### src/rtl/sbs_pkg.sv
package sbs_pkg;

  typedef enum logic [2:0] {
    CY_IDLE,
    CY_DESEL,
    CY_RD_NEW,
    CY_WR_NEW,
    CY_RD_CONT,
    CY_WR_CONT
  } cyc_e;

  typedef enum logic [1:0] {
    BK_NONE,
    BK_RD,
    BK_WR
  } bk_e;

  function automatic logic [1:0] burst_lo(input logic [1:0] base,
                                          input logic [1:0] step,
                                          input logic       lin);
    logic [1:0] r;
    if (lin) r = base + step;
    else     r = base ^ step;
    return r;
  endfunction

  function automatic logic cyc_reads(input cyc_e c);
    return (c == CY_RD_NEW) || (c == CY_RD_CONT);
  endfunction

  function automatic logic cyc_writes(input cyc_e c);
    return (c == CY_WR_NEW) || (c == CY_WR_CONT);
  endfunction

  function automatic logic cyc_opens(input cyc_e c);
    return (c == CY_RD_NEW) || (c == CY_WR_NEW);
  endfunction

endpackage

### src/rtl/sbs_cycle_decode.sv
module sbs_cycle_decode
  import sbs_pkg::*;
#(
  parameter int LANES = 4
) (
  input  logic             ce1_n,
  input  logic             ce2,
  input  logic             ce3_n,
  input  logic             adsp_n,
  input  logic             adsc_n,
  input  logic             adv_n,
  input  logic             gw_n,
  input  logic             bwe_n,
  input  logic [LANES-1:0] bw_n,
  input  bk_e              bk,
  output cyc_e             cyc,
  output logic             step,
  output logic [LANES-1:0] lane_sel
);

  logic picked;
  logic p_take;
  logic wq;

  assign picked = !ce1_n && ce2 && !ce3_n;
  assign p_take = !adsp_n && !ce1_n;

  always_comb begin
    if (!gw_n)       lane_sel = '1;
    else if (!bwe_n) lane_sel = ~bw_n;
    else             lane_sel = '0;
  end

  assign wq = |lane_sel;

  always_comb begin
    if (p_take) begin
      cyc = picked ? CY_RD_NEW : CY_DESEL;
    end else if (!adsc_n) begin
      if (!picked)  cyc = CY_DESEL;
      else if (wq)  cyc = CY_WR_NEW;
      else          cyc = CY_RD_NEW;
    end else begin
      case (bk)
        BK_RD:   cyc = wq ? CY_WR_CONT : CY_RD_CONT;
        BK_WR:   cyc = wq ? CY_WR_CONT : CY_IDLE;
        default: cyc = CY_IDLE;
      endcase
    end
  end

  assign step = !adv_n && ((cyc == CY_RD_CONT) || (cyc == CY_WR_CONT));

endmodule

### src/rtl/sbs_burst_seq.sv
module sbs_burst_seq
  import sbs_pkg::*;
#(
  parameter int ADDR_W = 6
) (
  input  logic              clk,
  input  logic              rst_n,
  input  logic              load,
  input  logic [ADDR_W-1:0] load_addr,
  input  logic              step,
  input  logic              lin,
  output logic [ADDR_W-1:0] cur_addr,
  output logic [ADDR_W-1:0] nxt_addr
);

  logic [ADDR_W-1:0] base_q;
  logic [1:0]        cnt_q;

  always_ff @(posedge clk or negedge rst_n) begin
    if (!rst_n) begin
      base_q <= '0;
      cnt_q  <= '0;
    end else if (load) begin
      base_q <= load_addr;
      cnt_q  <= '0;
    end else if (step) begin
      cnt_q  <= cnt_q + 2'd1;
    end
  end

  assign cur_addr = {base_q[ADDR_W-1:2], burst_lo(base_q[1:0], cnt_q, lin)};
  assign nxt_addr = {base_q[ADDR_W-1:2], burst_lo(base_q[1:0], cnt_q + 2'd1, lin)};

  // a step always lands on a different word of the same aligned group
  a_r7_step_moves: assert property (@(posedge clk) disable iff (!rst_n)
    (step && !load && $stable(lin)) |=> (cur_addr != $past(cur_addr)) &&
                      (cur_addr[ADDR_W-1:2] == $past(cur_addr[ADDR_W-1:2])));

endmodule

### src/rtl/sbs_lane_array.sv
module sbs_lane_array #(
  parameter int ADDR_W = 6,
  parameter int LANES  = 4,
  parameter int LANE_W = 9
) (
  input  logic                    clk,
  input  logic [LANES-1:0]        we,
  input  logic [ADDR_W-1:0]       waddr,
  input  logic [LANES*LANE_W-1:0] wdata,
  input  logic [ADDR_W-1:0]       raddr,
  output logic [LANES*LANE_W-1:0] rdata
);

  localparam int DEPTH = 1 << ADDR_W;

  for (genvar g = 0; g < LANES; g++) begin : g_lane
    logic [LANE_W-1:0] cells [DEPTH];

    always_ff @(posedge clk) begin
      if (we[g]) cells[waddr] <= wdata[g*LANE_W +: LANE_W];
    end

    assign rdata[g*LANE_W +: LANE_W] = cells[raddr];
  end

endmodule

### src/rtl/burst_sram_core.sv
module burst_sram_core
  import sbs_pkg::*;
#(
  parameter int ADDR_W = 6,
  parameter int LANES  = 4,
  parameter int LANE_W = 9
) (
  input  logic                    clk,
  input  logic                    rst_n,
  input  logic                    ce1_n,
  input  logic                    ce2,
  input  logic                    ce3_n,
  input  logic                    adsp_n,
  input  logic                    adsc_n,
  input  logic                    adv_n,
  input  logic                    gw_n,
  input  logic                    bwe_n,
  input  logic [LANES-1:0]        bw_n,
  input  logic                    oe_n,
  input  logic                    order_lin,
  input  logic [ADDR_W-1:0]       addr,
  input  logic [LANES*LANE_W-1:0] wdata,
  output logic [LANES*LANE_W-1:0] rdata,
  output logic                    dq_oe
);

  localparam int WORD_W = LANES * LANE_W;

  cyc_e              cyc;
  bk_e               bk_q;
  logic              step;
  logic [LANES-1:0]  lane_sel;
  logic [ADDR_W-1:0] seq_cur;
  logic [ADDR_W-1:0] seq_nxt;
  logic [ADDR_W-1:0] acc_addr;
  logic              is_rd;
  logic              is_wr;
  logic              is_open;
  logic              is_desel;
  logic [LANES-1:0]  lane_we;
  logic              rd_v_q;
  logic [ADDR_W-1:0] rd_a_q;
  logic [WORD_W-1:0] arr_rdata;
  logic [WORD_W-1:0] dout_q;
  logic              drive_q;

  sbs_cycle_decode #(.LANES(LANES)) u_dec (
    .ce1_n   (ce1_n),
    .ce2     (ce2),
    .ce3_n   (ce3_n),
    .adsp_n  (adsp_n),
    .adsc_n  (adsc_n),
    .adv_n   (adv_n),
    .gw_n    (gw_n),
    .bwe_n   (bwe_n),
    .bw_n    (bw_n),
    .bk      (bk_q),
    .cyc     (cyc),
    .step    (step),
    .lane_sel(lane_sel)
  );

  assign is_rd    = cyc_reads(cyc);
  assign is_wr    = cyc_writes(cyc);
  assign is_open  = cyc_opens(cyc);
  assign is_desel = (cyc == CY_DESEL);

  sbs_burst_seq #(.ADDR_W(ADDR_W)) u_seq (
    .clk      (clk),
    .rst_n    (rst_n),
    .load     (is_open),
    .load_addr(addr),
    .step     (step),
    .lin      (order_lin),
    .cur_addr (seq_cur),
    .nxt_addr (seq_nxt)
  );

  always_comb begin
    if (is_open)   acc_addr = addr;
    else if (step) acc_addr = seq_nxt;
    else           acc_addr = seq_cur;
  end

  assign lane_we = is_wr ? lane_sel : '0;

  sbs_lane_array #(.ADDR_W(ADDR_W), .LANES(LANES), .LANE_W(LANE_W)) u_arr (
    .clk  (clk),
    .we   (lane_we),
    .waddr(acc_addr),
    .wdata(wdata),
    .raddr(rd_a_q),
    .rdata(arr_rdata)
  );

  always_ff @(posedge clk or negedge rst_n) begin
    if (!rst_n) begin
      bk_q <= BK_NONE;
    end else begin
      case (cyc)
        CY_DESEL:              bk_q <= BK_NONE;
        CY_RD_NEW, CY_RD_CONT: bk_q <= BK_RD;
        CY_WR_NEW, CY_WR_CONT: bk_q <= BK_WR;
        default:               bk_q <= bk_q;
      endcase
    end
  end

  always_ff @(posedge clk or negedge rst_n) begin
    if (!rst_n) begin
      rd_v_q  <= 1'b0;
      rd_a_q  <= '0;
      dout_q  <= '0;
      drive_q <= 1'b0;
    end else begin
      rd_v_q  <= is_rd;
      rd_a_q  <= acc_addr;
      if (rd_v_q) dout_q <= arr_rdata;
      drive_q <= rd_v_q && !is_wr && !is_desel;
    end
  end

  assign rdata = dout_q;
  assign dq_oe = drive_q && !oe_n;

  // a deselect edge leaves the bus undriven
  a_r10_desel_hiz: assert property (@(posedge clk) disable iff (!rst_n)
    is_desel |=> !dq_oe);

  // a write edge leaves the bus undriven
  a_r8_write_hiz: assert property (@(posedge clk) disable iff (!rst_n)
    is_wr |=> !dq_oe);

  // the first read after a deselect is masked for one cycle
  a_r9_first_masked: assert property (@(posedge clk) disable iff (!rst_n)
    (is_desel ##1 is_rd) |=> !dq_oe);

  // the bus is only driven two samples after a read was registered
  a_r6_drive_after_read: assert property (@(posedge clk) disable iff (!rst_n)
    dq_oe |-> $past(is_rd, 2));

  // an accepted processor strobe never writes on its own edge
  a_r3_adsp_reads: assert property (@(posedge clk) disable iff (!rst_n)
    (!adsp_n && !ce1_n && ce2 && !ce3_n) |-> (cyc == CY_RD_NEW) && (lane_we == '0));

  // global write opens every lane of a write cycle
  a_r5_global_all: assert property (@(posedge clk) disable iff (!rst_n)
    (is_wr && !gw_n) |-> (&lane_we));

endmodule

### config.mk
export PLATFORM = sky130hd
export DESIGN_NAME = burst_sram_core
export DESIGN_NICKNAME = d
export VERILOG_FILES = /design/src/rtl/sbs_pkg.sv /design/src/rtl/sbs_cycle_decode.sv /design/src/rtl/sbs_burst_seq.sv /design/src/rtl/sbs_lane_array.sv /design/src/rtl/burst_sram_core.sv
export SDC_FILE = /design/constraint.sdc
export NUM_CORES = 2
export LEC_CHECK = 0
export BUFFER_PORTS_ARGS = -buffer_cell sky130_fd_sc_hd__buf_2
export CAP_MARGIN = 40
export CORE_UTILIZATION = 50
export CTS_CLUSTER_DIAMETER = 100
export CTS_CLUSTER_SIZE = 12
export DETAILED_ROUTE_END_ITERATION = 10
export PLACE_DENSITY = 0.76
export SETUP_SLACK_MARGIN = 0.4
export SYNTH_ARGS = -nofsm -noshare
export SYNTH_HDL_FRONTEND = slang
export SYNTH_SLANG_ARGS = --single-unit
### constraint.sdc
create_clock -name clk -period 4.2 [get_ports clk]
set_input_delay 0.84 -clock clk [delete_from_list [all_inputs] [get_ports clk]]
set_output_delay 0.84 -clock clk [all_outputs]
set_load 0.02 [all_outputs]
==> run metrics <==
share of post-route cells with drive strength above 1 between 20% and 30%; Arrival @ worst endpoint between 4 and 5 ns; Die Span X between 400 and 500 µm; WP data required around 4.8 ns; Routed Wire Length 239000 µm; outcome finished, final reports clean; DR iter-0 viols approximately 6500; Root Buffer Master sky130_fd_sc_hd__clkbuf_16; proportion of register bits with asynchronous set or reset after synthesis 2.29%; cell types occupying the most area after synthesis sky130_fd_sc_hd__edfxtp_1 76%, sky130_fd_sc_hd__mux4_2 9.8%, sky130_fd_sc_hd__mux2i_1 3.2%; minimum clock period 3.78 ns; number of pins exceeding their max-slew limit in the final report 0; Synthesis Warnings 0; total of endpoints with negative setup slack in the final report 0; number of sinks driven by the clock tree around 2400; max cap viols 0; number of enable flip-flop cells after synthesis between 2000 and 2500; number of antenna violations at the first check in global routing 28; library cell contributing the largest single delay on the critical path sky130_fd_sc_hd__nand2_1; number of top-level design ports 95; area of the core approximately 180000 µm²; post-route total power about 51 mW; Port Buf Inserts 94; clock buffer count from CTS 214; cell type with the highest aggregate area in the netlist sky130_fd_sc_hd__edfxtp_1; pin count of the biggest net entering global routing between 80 and 90; via count of the first global-routing pass 49100; Placed Cells 7298; summed negative setup slack over all endpoints 0 ns; number of vias in the routed layout between 40000 and 50000; endpoint of the worst-slack reg-to-reg timing path u_arr.g_lane[3].cells[33][6]$_DFFE_PP_; destination of the worst hold path u_arr.g_lane[3].cells[46][4]$_DFFE_PP_; Worst Clk Skew around 0.057 ns; Clock Tree Buf Depth 3; pin slew with the least headroom to its limit 0.944 ns; Top FF cell, synth sky130_fd_sc_hd__edfxtp_1; CTS H-tree lvls 4; unique cell type count in the Yosys netlist between 60 and 70; chip height 430 µm; final hold violation count 0; sum of buffers and inverters on the critical path 2; synthesized area per cell around 20 µm²; number of iterations in the first detailed-routing pass 7; final core occ 57.4%; CTS clk-pin slew, worst paths ~0.060 ns; Vias/cell between 6 and 7; sum of overflow across all layers after global routing 0; layout overhead on the synthesized area 13.6%; top achievable clock speed roughly 260 MHz; register area share after synthesis slightly below 80%; syn nets approximately 4800; standard cell area after detailed placement slightly below 100000 µm²; crit path cell chain inv_1, ha_1, nor2b_1, a211o_1, a21oi_1, nor3b_1, nand2_1, nor2_1, buf_4; top-area cell type share of the netlist area about three quarters; cell row count around 160; r2r worst-path depth 9; max incr delay on CP 0.63 ns; global-route wire length before repair ~340000 µm; static leakage between 30 and 40 nW; category of the worst setup path launch point flip-flop; final std cell area, no fill approximately 100000 µm²; average wire length per cell after detail routing between 30 and 40 µm; Critical Path Sink Type flip-flop; FF+latch count, synth ~2400; gate count after technology mapping roughly 4700; unrepaired setup endpoints after global routing true; power density over cell area roughly 500 nW/µm²; launch instance of the worst register-to-register path bk_q[0]$_DFFE_PN0P_; setup slack of the most critical reg-to-reg path 0.42 ns; Remaining DRCs 0; critical setup path kind reg2reg; gpl congestion between 0.9 and 1; Max-Slew Margin vs Limit about 37%; launch point of the worst path bk_q[0]$_DFFE_PN0P_; startpoint of the tightest hold check path wdata[31]; Final Net Count between 5000 and 6000; area of the die approximately 180000 µm²; post-synthesis cell area roughly 91000 µm²; worst-case vdd ir drop 0.000355 V; Post-Layout Cell Count 7658; all-layer global routing usage 25.8%; Clk Latency, worst-skew pair around 0.87 ns; Critical Path Fanout Max 10; cell type group with the largest total delay on the critical path simple AND/OR/NAND/NOR gates; min-delay worst type in2reg; number of stages on the worst hold path 1; clock tree from TritonCTS built; initial core utilization about 50%; Detail Route Antenna Nets 0; portion of the clock cycle consumed by the worst path in the final layout between 90 and 100%; sum of net half-perimeters after detailed placement 153000 µm
worst reg2reg max path: stages (launching register included):
cell and delay [ns]:
sky130_fd_sc_hd__dfrtp_1 0.39, sky130_fd_sc_hd__inv_1 0.10, sky130_fd_sc_hd__ha_1 0.27, sky130_fd_sc_hd__nor2b_1 0.32
sky130_fd_sc_hd__a211o_1 0.32, sky130_fd_sc_hd__a21oi_1 0.31, sky130_fd_sc_hd__nor3b_1 0.38, sky130_fd_sc_hd__nand2_1 0.63
sky130_fd_sc_hd__nor2_1 0.49, sky130_fd_sc_hd__buf_4 0.27
synthesized netlist by cell type, drive strengths merged (3+ instances only):
library cell  number
nor4              71
ha                 4
o21ai             11
mux2              36
or2               14
nand4              6
buf              160
edfxtp          2304
nand2b            13
o31ai              4
nand3             11
mux4             396
nor2b            113
o32ai             36
inv                7
nand2            141
nor3b              5
a22oi            144
nor3             119
nor2             268
and2               4
clkbuf           133
o22ai            107
nand4b             3
dfrtp             54
or3                9
nand3b             4
a41oi              3
a21oi            120
a211oi            74
mux2i            291
sequential cells by signal, summed over array words and instances (netlist names):
signal              count
u_arr.g_lane.cells   2304
rdata                  36
rd_a_q                  6
u_seq.base_q            6
bk_q                    2
u_seq.cnt_q             2
drive_q                 1
rd_v_q                  1
placed cells by master, fill, tap and decap left out, types with 4 or more instances in the layout:
cell type	synthesis	final
sky130_fd_sc_hd__inv_1	7	7
sky130_fd_sc_hd__inv_6	0	4
sky130_fd_sc_hd__dfrtp_1	54	50
sky130_fd_sc_hd__or2_1	8	8
sky130_fd_sc_hd__nor3b_1	4	4
sky130_fd_sc_hd__nor3_2	1	7
sky130_fd_sc_hd__nor3_1	118	112
sky130_fd_sc_hd__or2_4	4	4
sky130_fd_sc_hd__a22oi_1	144	144
sky130_fd_sc_hd__o22ai_1	107	107
sky130_fd_sc_hd__a21oi_1	120	117
sky130_fd_sc_hd__ha_1	4	4
sky130_fd_sc_hd__diode_2	0	13
sky130_fd_sc_hd__clkinv_16	0	7
sky130_fd_sc_hd__nand3_2	3	4
sky130_fd_sc_hd__nor2_2	0	15
sky130_fd_sc_hd__buf_4	3	331
sky130_fd_sc_hd__nand3_1	8	6
sky130_fd_sc_hd__buf_12	0	48
sky130_fd_sc_hd__or3_1	9	8
sky130_fd_sc_hd__buf_16	0	6
sky130_fd_sc_hd__mux2_2	36	36
sky130_fd_sc_hd__nand3b_1	4	4
sky130_fd_sc_hd__mux2i_1	290	288
sky130_fd_sc_hd__nor2_1	267	249
sky130_fd_sc_hd__nand2_1	141	141
sky130_fd_sc_hd__nand4_1	6	6
sky130_fd_sc_hd__clkbuf_16	0	215
sky130_fd_sc_hd__o21ai_0	9	9
sky130_fd_sc_hd__a211oi_1	74	74
sky130_fd_sc_hd__nor4_1	71	71
sky130_fd_sc_hd__nor2b_1	113	110
sky130_fd_sc_hd__buf_2	87	151
sky130_fd_sc_hd__clkbuf_1	133	111
sky130_fd_sc_hd__mux4_2	396	396
sky130_fd_sc_hd__nand2b_1	13	11
sky130_fd_sc_hd__nor2_4	1	4
sky130_fd_sc_hd__o32ai_1	36	36
sky130_fd_sc_hd__edfxtp_1	2304	2304
cell type report:
cell class,instances,area (µm²)
multi-input combinational,2032,19900
timing repair buffer,537,4380
clock buffer,326,5800
inverter,7,26.3
fill,12800,77200
clock inverter,15,328
sequential,2358,70600
tap,2370,2970
antenna,13,32.5
where the power goes:
group,switching [mW],leakage (nW),internal (mW)
logic,4.47,9.50,2.99
clock network,8.27,2.92,9.51
registers,0.211,21.4,25.9
cells by family (layout without fill, tap and decap cells):
kind of cell	count (synthesis)	in the layout	share of synthesized area, %
flip-flops	2358	2358	77.1
multiplexers	723	723	13.4
XOR/XNOR	3	3	0.0438
AND/OR/NAND/NOR	791	791	4.22
AO/OA/AOI/OAI	511	511	3.78
adder cells (fa/ha/maj)	4	4	0.0547
buffers and inverters	300	885	1.39
other	0	13	0
timing repair:
item                                    in CTS  in global routing
hold buffers                                 1                  0
resized for setup                            3                 20
cloned                                       0                  0
pin swaps                                    1                  0
endpoints found under the hold margin        9                  0
endpoints found under the setup margin      26                194
buffers inserted                             2                  0
how the worst max path moves through the flow:
stage / end / slack, ns / depth (start not counted)
3_5_place_dp: u_arr.g_lane[3].cells[33][2]$_DFFE_PP_ / -0.07 / 10
5_1_grt: u_arr.g_lane[1].cells[9][2]$_DFFE_PP_ / 0.32 / 8
3_3_place_gp: u_arr.g_lane[3].cells[33][0]$_DFFE_PP_ / -0.08 / 10
6_report: u_arr.g_lane[3].cells[33][6]$_DFFE_PP_ / 0.42 / 9
4_1_cts: u_arr.g_lane[1].cells[29][5]$_DFFE_PP_ / 0.39 / 8
2_1_floorplan: u_arr.g_lane[1].cells[46][0]$_DFFE_PP_ / 0.79 / 8
layer usage:
| metal | GRT usage (%) | vias to the layer above | wire, µm |
|---|---|---|---|
| met5 | 0 | - | 43 |
| met4 | 11.5 | 8 | 10800 |
| met3 | 6.88 | 515 | 27200 |
| met2 | 40.6 | 3237 | 114000 |
| met1 | 34.0 | 25200 | 86800 |
| li1 | - | 20100 | - |
through the flow:
step           setup WS (ns)  hold WS [ns]
3_5_place_dp         -0.0699         0.496
6_report               0.418         0.271
5_1_grt                0.324         0.246
2_1_floorplan          0.788         0.466
3_3_place_gp         -0.0833         0.489
4_1_cts                0.389         0.226
No activity file was read; power rests on OpenSTA's default activity.
